--- config.mk ---
export PLATFORM = sky130hd
export DESIGN_NAME = rx_sat_clip
export DESIGN_NICKNAME = d
export VERILOG_FILES = /design/src/rtl/satclip_pkg.sv /design/src/rtl/sat_range.sv /design/src/rtl/sat_stage.sv /design/src/rtl/clip_sticky.sv /design/src/rtl/rx_sat_clip.sv
export SDC_FILE = /design/constraint.sdc
export NUM_CORES = 1
export LEC_CHECK = 0
export BUFFER_PORTS_ARGS = -buffer_cell sky130_fd_sc_hd__buf_2
export CAP_MARGIN = 20
export CORE_MARGIN = 5
export CORE_UTILIZATION = 49
export CTS_CLUSTER_SIZE = 12
export DETAILED_ROUTE_END_ITERATION = 6
export PLACE_DENSITY = 0.83
export SYNTH_ARGS = -nofsm -noshare
export SYNTH_HDL_FRONTEND = slang
export SYNTH_SLANG_ARGS = --single-unit
--- constraint.sdc ---
create_clock -name clk_i -period 1.8 [get_ports clk_i]
set_input_delay 0.36 -clock clk_i [delete_from_list [all_inputs] [get_ports clk_i]]
set_output_delay 0.36 -clock clk_i [all_outputs]
set_load 0.01 [all_outputs]
--- src/rtl/satclip_pkg.sv ---
package satclip_pkg;
  typedef enum logic {
    FMT_TWO_SIGN = 1'b0,
    FMT_ONE_SIGN = 1'b1
  } fmt_e;
endpackage

--- src/rtl/sat_range.sv ---
module sat_range #(
  parameter int IN_W  = 18,
  parameter int OUT_W = 16
) (
  input  logic [IN_W-1:0]  smp_i,
  input  logic             one_sign_i,
  output logic             over_o,
  output logic             under_o,
  output logic [OUT_W-1:0] hi_o,
  output logic [OUT_W-1:0] lo_o
);
  localparam int EXT1 = IN_W - OUT_W + 1;
  localparam int EXT2 = IN_W - OUT_W + 2;
  localparam logic [IN_W-1:0] MAX1 = {{EXT1{1'b0}}, {(OUT_W-1){1'b1}}};
  localparam logic [IN_W-1:0] MIN1 = {{EXT1{1'b1}}, {(OUT_W-1){1'b0}}};
  localparam logic [IN_W-1:0] MAX2 = {{EXT2{1'b0}}, {(OUT_W-2){1'b1}}};
  localparam logic [IN_W-1:0] MIN2 = {{EXT2{1'b1}}, {(OUT_W-2){1'b0}}};

  logic [IN_W-1:0] hi_ext, lo_ext;

  always_comb begin
    hi_ext  = one_sign_i ? MAX1 : MAX2;
    lo_ext  = one_sign_i ? MIN1 : MIN2;
    over_o  = $signed(smp_i) > $signed(hi_ext);
    under_o = $signed(smp_i) < $signed(lo_ext);
    hi_o    = hi_ext[OUT_W-1:0];
    lo_o    = lo_ext[OUT_W-1:0];
  end

  always_comb begin

    mutex_range_chk: assert (!(over_o && under_o));
  end
endmodule

--- src/rtl/sat_stage.sv ---
module sat_stage #(
  parameter int OUT_W = 16
) (
  input  logic             clk_i,
  input  logic             rst_ni,
  input  logic [OUT_W-1:0] low_i,
  input  logic             vld_i,
  input  logic             one_sign_i,
  input  logic             over_i,
  input  logic             under_i,
  input  logic [OUT_W-1:0] hi_i,
  input  logic [OUT_W-1:0] lo_i,
  output logic [OUT_W-1:0] word_o,
  output logic             vld_o
);
  logic [OUT_W-1:0] nxt;

  always_comb begin
    if (over_i)       nxt = hi_i;
    else if (under_i) nxt = lo_i;
    else              nxt = low_i;
  end

  always_ff @(posedge clk_i or negedge rst_ni) begin
    if (!rst_ni) begin
      word_o <= '0;
      vld_o  <= 1'b0;
    end else begin
      vld_o <= vld_i;
      if (vld_i) word_o <= nxt;
    end
  end


  vld_lat_chk: assert property (@(posedge clk_i) disable iff (!rst_ni)
    vld_i |=> vld_o);

  hold_chk: assert property (@(posedge clk_i) disable iff (!rst_ni)
    !vld_i |=> (!vld_o && $stable(word_o)));

  two_sign_chk: assert property (@(posedge clk_i) disable iff (!rst_ni)
    (vld_i && !one_sign_i) |=> (word_o[OUT_W-1] == word_o[OUT_W-2]));
endmodule

--- src/rtl/clip_sticky.sv ---
module clip_sticky (
  input  logic clk_i,
  input  logic rst_ni,
  input  logic set_i,
  input  logic clr_i,
  output logic flag_o
);
  always_ff @(posedge clk_i or negedge rst_ni) begin
    if (!rst_ni)    flag_o <= 1'b0;
    else if (set_i) flag_o <= 1'b1;  // a new event beats a clear
    else if (clr_i) flag_o <= 1'b0;
  end


  sticky_hold_chk: assert property (@(posedge clk_i) disable iff (!rst_ni)
    (flag_o && !clr_i) |=> flag_o);

  set_wins_chk: assert property (@(posedge clk_i) disable iff (!rst_ni)
    (set_i && clr_i) |=> flag_o);
endmodule

--- src/rtl/rx_sat_clip.sv ---
module rx_sat_clip
  import satclip_pkg::*;
#(
  parameter int IN_W  = 18,
  parameter int OUT_W = 16
) (
  input  logic             clk_i,
  input  logic             rst_ni,
  input  logic [IN_W-1:0]  smp_i,
  input  logic             smp_vld_i,
  input  logic             fmt_one_sign_i,
  input  logic             clip_clr_i,
  output logic [OUT_W-1:0] word_o,
  output logic             word_vld_o,
  output logic             clip_o
);
  fmt_e             fmt;
  logic             over, under;
  logic [OUT_W-1:0] hi, lo;

  assign fmt = fmt_e'(fmt_one_sign_i);

  sat_range #(.IN_W(IN_W), .OUT_W(OUT_W)) u_range (
    .smp_i     (smp_i),
    .one_sign_i(fmt == FMT_ONE_SIGN),
    .over_o    (over),
    .under_o   (under),
    .hi_o      (hi),
    .lo_o      (lo)
  );

  sat_stage #(.OUT_W(OUT_W)) u_stage (
    .clk_i     (clk_i),
    .rst_ni    (rst_ni),
    .low_i     (smp_i[OUT_W-1:0]),
    .vld_i     (smp_vld_i),
    .one_sign_i(fmt == FMT_ONE_SIGN),
    .over_i    (over),
    .under_i   (under),
    .hi_i      (hi),
    .lo_i      (lo),
    .word_o    (word_o),
    .vld_o     (word_vld_o)
  );

  clip_sticky u_clip (
    .clk_i (clk_i),
    .rst_ni(rst_ni),
    .set_i (smp_vld_i && (over || under)),
    .clr_i (clip_clr_i),
    .flag_o(clip_o)
  );


  clip_cause_chk: assert property (@(posedge clk_i) disable iff (!rst_ni)
    $rose(clip_o) |-> $past(smp_vld_i));

  clear_chk: assert property (@(posedge clk_i) disable iff (!rst_ni)
    (clip_clr_i && !smp_vld_i) |=> !clip_o);
endmodule

==> results.json, run 1 <==
{
  "reg2reg_from": "u_stage.word_o[15]",
  "r2r_cells": 1,
  "synthesis.nets": 107,
  "netlist_instances": 82,
  "max_cap_violations": 0,
  "outcome": "finished clean",
  "cp-start-kind": "primary input",
  "ys_seq_area_share_pct": 49.5,
  "avgSynthCellArea_um2": 11.1,
  "cts_tree": "done",
  "area_delta_synth_final_pct": 49.7,
  "die_area_mm2": 0.00282,
  "start_util_pct": 52.2,
  "die_w_um": 53.1,
  "grt_pass1_vias": 966,
  "ios": 41,
  "dp_hpwl_um": 1810,
  "drv_slew": 0,
  "p_leak_nw": 0.609,
  "cts-root-buf": "clkbuf_4",
  "antenna_found_initial": 0,
  "p_int_w": 0.000643,
  "critPathCaptureType": "flip-flop",
  "synth_top_area_share_pct": 49.5,
  "overflow": 0,
  "cts_made_buffers": 3,
  "viasPerCell": 5.76,
  "multiInputGateArea_um2": 514,
  "diodes": 0,
  "rsz0062_at_grt": "false",
  "fill_cells": 124,
  "clkTransAtPathRegs_ps": 100,
  "vias": 898,
  "cts_max_level": 1,
  "drt_iter0_drc": 6,
  "drive_gt1_share_pct": 58.8,
  "finalSetupViolCount": 0,
  "relSlewSlack_pct": 68.3,
  "maxClockFrequency_mhz": 570,
  "grtUsageTotal_pct": 21.1,
  "crit_fanout": 11,
  "pwr-share-clk_pct": 22.1,
  "finalSetupTns_ps": 0,
  "arrival_ps": 1930,
  "yosysUniqueCellTypes": 24,
  "die_height_um": 53.1,
  "grt_max_degree": 19,
  "nNetsFinal": 158,
  "rows": 15,
  "firstDrtPassIters": 4,
  "wl_um": 2600,
  "clock_latency_ps": 300,
  "grt_pass1_wl_um": 4280,
  "final_antenna_net_count": 0,
  "min_period_ps": 1750,
  "finalCritPeriodShare_pct": 97.4,
  "regArea_um2": 450,
  "synth_area_um2": 911,
  "startpoint": "fmt_one_sign_i",
  "endpoint": "u_stage.word_o[13]",
  "min_from": "smp_vld_i",
  "clk_path_buf_depth": 2,
  "wl_per_cell_um": 16.6,
  "synth_warnings": 0,
  "critPathRequiredTime_ps": 1980,
  "gp_congestion": 0.840,
  "drcViolationCount": 0,
  "core_area_mm2": 0.00175,
  "synth_area_leader_cell": "dfrtp_1",
  "ys_seq_elements": 18,
  "r2r_end": "u_stage.word_o[15]",
  "power_switching_w": 0.000280,
  "power.density_mw_per_mm2": 677,
  "hold_path_class": "primary input to flip-flop",
  "comb_power_share_pct": 26.8,
  "cts.sinks": 18,
  "max-vdd-ir-drop_uv": 730,
  "hold_violations": 0,
  "power_frac_seq_pct": 51.1,
  "swShare_pct": 30.4,
  "clock_skew_ps": 0,
  "finalPower_w": 0.000923,
  "synth.area.top_cells": "dfrtp_1 (49%), o2bb2ai_1 (14%), a211oi_1 (12%), ha_1 (2.7%), clkbuf_1 (2.5%)",
  "worst-slew-pin-transition_ps": 475,
  "numPortBuffers": 40,
  "ff2ff_setup_slack_ps": 1060,
  "setup.worst_path.class": "primary input to flip-flop"
}
stage by stage:
| stage | hold slack, ps | instance area [µm²] | setup WS, ps | std cells | util (%) |
|---|---|---|---|---|---|
| final | 203 | 1360 | 47.0 | 156 | 78.1 |
| after floorplan | 64.4 | 1000 | -81.0 | 82 | - |
| after detailed placement | 314 | 1280 | -349 | 152 | 73.5 |
| after global placement | 306 | 1280 | -289 | 152 | 73.5 |
| after CTS | 204 | 1320 | 21.7 | 156 | 75.6 |
| after global routing | 195 | 1360 | 1.78 | 156 | 78.1 |
power by group through the flow:
| stage | Clock, W | Sequential [W] | Combinational, W |
|---|---|---|---|
| after global placement | 0 | 0.000476 | 0.000234 |
| after floorplan | 0 | 0.000500 | 0.0000910 |
| after global routing | 0.000230 | 0.000478 | 0.000272 |
| after detailed placement | 0 | 0.000478 | 0.000238 |
| after CTS | 0.000208 | 0.000471 | 0.000241 |
| final | 0.000204 | 0.000471 | 0.000247 |
worst max-delay path: stages:
cell       delay (ps)
clkbuf_4          160
inv_12             30
ha_4              230
nand4b_1          180
or4_4             470
buf_6             180
a211oi_2          230
o2bb2ai_1          80
registers in the layout (all words and copies together) (netlist names):
| name | flops |
|---|---|
| u_stage.vld_o | 1 |
| u_clip.flag_o | 1 |
| u_stage.word_o | 16 |
placed cells by master, fill, tap and decap left out:
master | synthesis | routed
a2111o_1 | 1 | 1
a211oi_2 | 0 | 14
a221oi_1 | 2 | 2
a22o_1 | 1 | 1
and2_1 | 2 | 2
buf_2 | 2 | 39
buf_4 | 0 | 11
buf_6 | 0 | 2
clkbuf_4 | 0 | 4
clkinv_1 | 1 | 1
dfrtp_1 | 18 | 18
dlygate4sd3_1 | 0 | 1
ha_1 | 2 | 1
ha_4 | 0 | 1
inv_1 | 3 | 1
inv_12 | 0 | 1
inv_2 | 0 | 1
mux2_2 | 1 | 1
nand2_1 | 2 | 2
nand3_1 | 1 | 1
nand3b_1 | 1 | 1
nand4_1 | 2 | 2
nand4b_1 | 1 | 1
nor2b_1 | 2 | 2
nor4_4 | 0 | 1
o21ba_2 | 1 | 1
o22ai_1 | 1 | 1
o2bb2ai_1 | 15 | 15
or3_1 | 1 | 1
or4_4 | 0 | 1
cells by family after synthesis:
group,Yosys count,share of synthesized area (%)
DFF,18,49.5
AOI/OAI and AO/OA,35,31.9
buffers and inverters,12,5.22
adders and majority gates,2,2.75
muxes,1,1.24
and+or+nand+nor,14,9.48
area by class of cell:
cell class                      instances  share of cell area, %
Multi-Input combinational cell         52                   37.7
Inverter                                4                   2.02
Clock buffer                            3                   1.65
Tap cell                               25                   2.29
Timing Repair Buffer                   54                   23.3
Sequential cell                        18                   33.0
cell usage after synthesis, drive strengths merged:
library cell	instances
dfrtp	18
o2bb2ai	15
a211oi	14
clkbuf	6
inv	3
a221oi	2
and2	2
buf	2
ha	2
nand2	2
nand4	2
nor2b	2
a2111o	1
a22o	1
clkinv	1
mux2	1
nand3	1
nand3b	1
nand4b	1
nor4	1
o21ba	1
o22ai	1
or3	1
or4	1
what timing repair did:
action	4_1_cts	5_1_grt
setup endpoints to repair	1	8
gates resized for setup	1	9
endpoints found under the hold margin	18	0
hold buffers	1	0
buffers inserted	0	0
worst min-delay path by stage:
stage / slack (ps) / cells after the start / to
floorplan: 60 / 0 / u_clip.flag_o
global placement: 310 / 1 / u_stage.word_o[12]
detailed placement: 310 / 1 / u_stage.word_o[9]
CTS: 200 / 1 / u_stage.vld_o
global route: 200 / 1 / u_stage.vld_o
finish: 200 / 1 / u_stage.vld_o
metal layers:
metal	part of all wire [%]	global-route usage, %	vias to the layer above
met5	0	0	-
met4	2.0	11.9	0
met3	4.6	4.23	5
met2	53	34.5	23
met1	41	25.7	447
li1	-	-	423
(Power assumes the default switching activity.)
==> run 2, diff against run 1 <==
Settings changed: BUFFER_PORTS_ARGS -buffer_cell sky130_fd_sc_hd__buf_2 to -buffer_cell sky130_fd_sc_hd__buf_4.
==> results.json, run 2 (synthesis gave the netlist of run 1 again) <==
{
  "fill_cells": 124,
  "die_area_mm2": 0.00282,
  "hold_path_class": "primary input to flip-flop",
  "grtUsageTotal_pct": 22.2,
  "whs_ps": 193,
  "finalCritPeriodShare_pct": 96.4,
  "arrival_ps": 1910,
  "layout.cells.non_filler": 156,
  "critPathCaptureType": "flip-flop",
  "finalSetupTns_ps": 0,
  "drt_iter0_drc": 19,
  "cts_tree": "done",
  "min_from": "smp_vld_i",
  "clk_path_buf_depth": 2,
  "setup_ws_ps": 64.7,
  "wl_per_cell_um": 17.0,
  "reg2reg_from": "u_stage.word_o[15]",
  "cp-start-kind": "primary input",
  "final_antenna_net_count": 0,
  "comb_power_share_pct": 27.6,
  "layout_common_cells": "buf_4 (52), dfrtp_1 (18), o2bb2ai_1 (15), a211oi_2 (10), a211oi_1 (4)",
  "min_period_ps": 1740,
  "viasPerCell": 5.71,
  "drive_gt1_share_pct": 55.7,
  "p_leak_nw": 0.632,
  "cts.sinks": 18,
  "regMostFlops": "u_stage.word_o",
  "hold_violations": 0,
  "clock_latency_ps": 300,
  "grt-busiest-layer": "met2",
  "max-vdd-ir-drop_uv": 626,
  "crit_chain": "buf_4 -> inv_12 -> ha_4 -> nand4b_1 -> or4_4 -> buf_4 -> a211oi_1 -> o2bb2ai_1",
  "use_met2_pct": 36.2,
  "startpoint": "fmt_one_sign_i",
  "max_cap_violations": 0,
  "gr-usage-met1_pct": 27.0,
  "firstDrtPassIters": 4,
  "ios": 41,
  "vias": 891,
  "reg.largest.list": "u_stage.word_o: 16 flops, u_clip.flag_o: 1 flops, u_stage.vld_o: 1 flops",
  "cts-root-buf": "clkbuf_4",
  "drv_slew": 0,
  "dp_cells": 151,
  "r2r_end": "u_stage.word_o[15]",
  "pwr-share-clk_pct": 25.4,
  "clkTransAtPathRegs_ps": 100,
  "start_util_pct": 52.2,
  "gp_congestion": 0.796,
  "ff2ff_setup_slack_ps": 1050,
  "power_frac_seq_pct": 47.0,
  "finalSetupViolCount": 0,
  "maxClockFrequency_mhz": 576,
  "nNetsFinal": 157,
  "max_stage_delay_ps": 450,
  "overflow": 0,
  "p_int_w": 0.000721,
  "area_delta_synth_final_pct": 57.1,
  "clock_skew_ps": 0,
  "core_area_mm2": 0.00175,
  "worst-slew-pin-transition_ps": 457,
  "setup.worst_path.class": "primary input to flip-flop",
  "cts_made_buffers": 3,
  "diodes": 0,
  "outcome": "finished clean",
  "die_height_um": 53.1,
  "rsz0062_at_grt": "false",
  "die_w_um": 53.1,
  "dp_worst_setup_slack_ps": -305,
  "numPortBuffers": 40,
  "dp_hpwl_um": 2010,
  "crit_slowest_cell": "or4_4",
  "final_common_cell": "buf_4",
  "wl_um": 2660,
  "relSlewSlack_pct": 69.5,
  "r2r_cells": 1,
  "largest_reg_flops": 16,
  "power_switching_w": 0.000287,
  "grt_util_met3_pct": 4.23,
  "crit_top_cell": "buf_4",
  "swShare_pct": 28.5,
  "cts_max_level": 1,
  "grt_pass1_vias": 954,
  "crit_fanout": 11,
  "grt_max_degree": 19,
  "drcViolationCount": 0,
  "endpoint": "u_stage.word_o[3]",
  "grt_pass1_wl_um": 4400,
  "power.density_mw_per_mm2": 704,
  "rows": 15,
  "antenna_found_initial": 0,
  "critPathRequiredTime_ps": 1980
}
## run 2: cell counts in the layout (fill, tap and decap cells not counted)
Identical to the previous run, type by type.
## run 2: power groups by stage
| stage | Sequential [W] | Combinational [W] | Clock (W) |
|---|---|---|---|
| after detailed placement | 0.000481 | 0.000277 | 0 |
| after floorplan | 0.000500 | 0.0000910 | 0 |
| after CTS | 0.000474 | 0.000280 | 0.000259 |
| after global routing | 0.000479 | 0.000303 | 0.000288 |
| after global placement | 0.000479 | 0.000270 | 0 |
| final | 0.000474 | 0.000278 | 0.000255 |
## run 2: routing by layer
metal  up-vias  share of wire (%)  wire length (µm)
met1       433                 42              1120
met3         5                6.1               162
met5         -                  0                 0
li1        422                  -                 -
met2        31                 50              1320
met4         0                2.1                57
## run 2: layout make-up
class / instances / area (µm²) / share of cell area (%)
Sequential cell: 18 / 450 / 31.5
Timing Repair Buffer: 53 / 400 / 28.0
Tap cell: 25 / 31.3 / 2.19
Inverter: 4 / 27.5 / 1.92
Multi-Input combinational cell: 52 / 485 / 33.9
Clock buffer: 4 / 36.3 / 2.53
## run 2: critical path, delay by kind of cell
kind | cells | cell delay, ps
AO/OA/AOI/OAI | 2 | 330
buffers and inverters | 3 | 380
adder cells (fa/ha/maj) | 1 | 220
AND/OR/NAND/NOR | 2 | 620
## run 2: timing repair
action / 4_1_cts / 5_1_grt
buffers inserted: 0 / 0
endpoints found under the hold margin: 18 / 0
setup endpoints to repair: 0 / 12
resized for setup: 0 / 2
hold buffers: 1 / 0
## run 2: per-stage QoR
step | total power, W | util (%) | cell area, µm²
2_1_floorplan | 0.000591 | - | 1000
3_3_place_gp | 0.000749 | 78.9 | 1380
3_5_place_dp | 0.000758 | 78.9 | 1380
4_1_cts | 0.00101 | 81.5 | 1420
5_1_grt | 0.00107 | 82.0 | 1430
6_report | 0.00101 | 82.0 | 1430
## run 2: how the worst min path moves through the flow
stage	to	cells after the start	slack, ps
floorplan	u_clip.flag_o	0	60
global placement	u_stage.word_o[12]	1	240
detailed placement	u_stage.word_o[13]	1	240
CTS	u_stage.vld_o	1	190
global route	u_stage.vld_o	1	170
finish	u_stage.vld_o	1	190
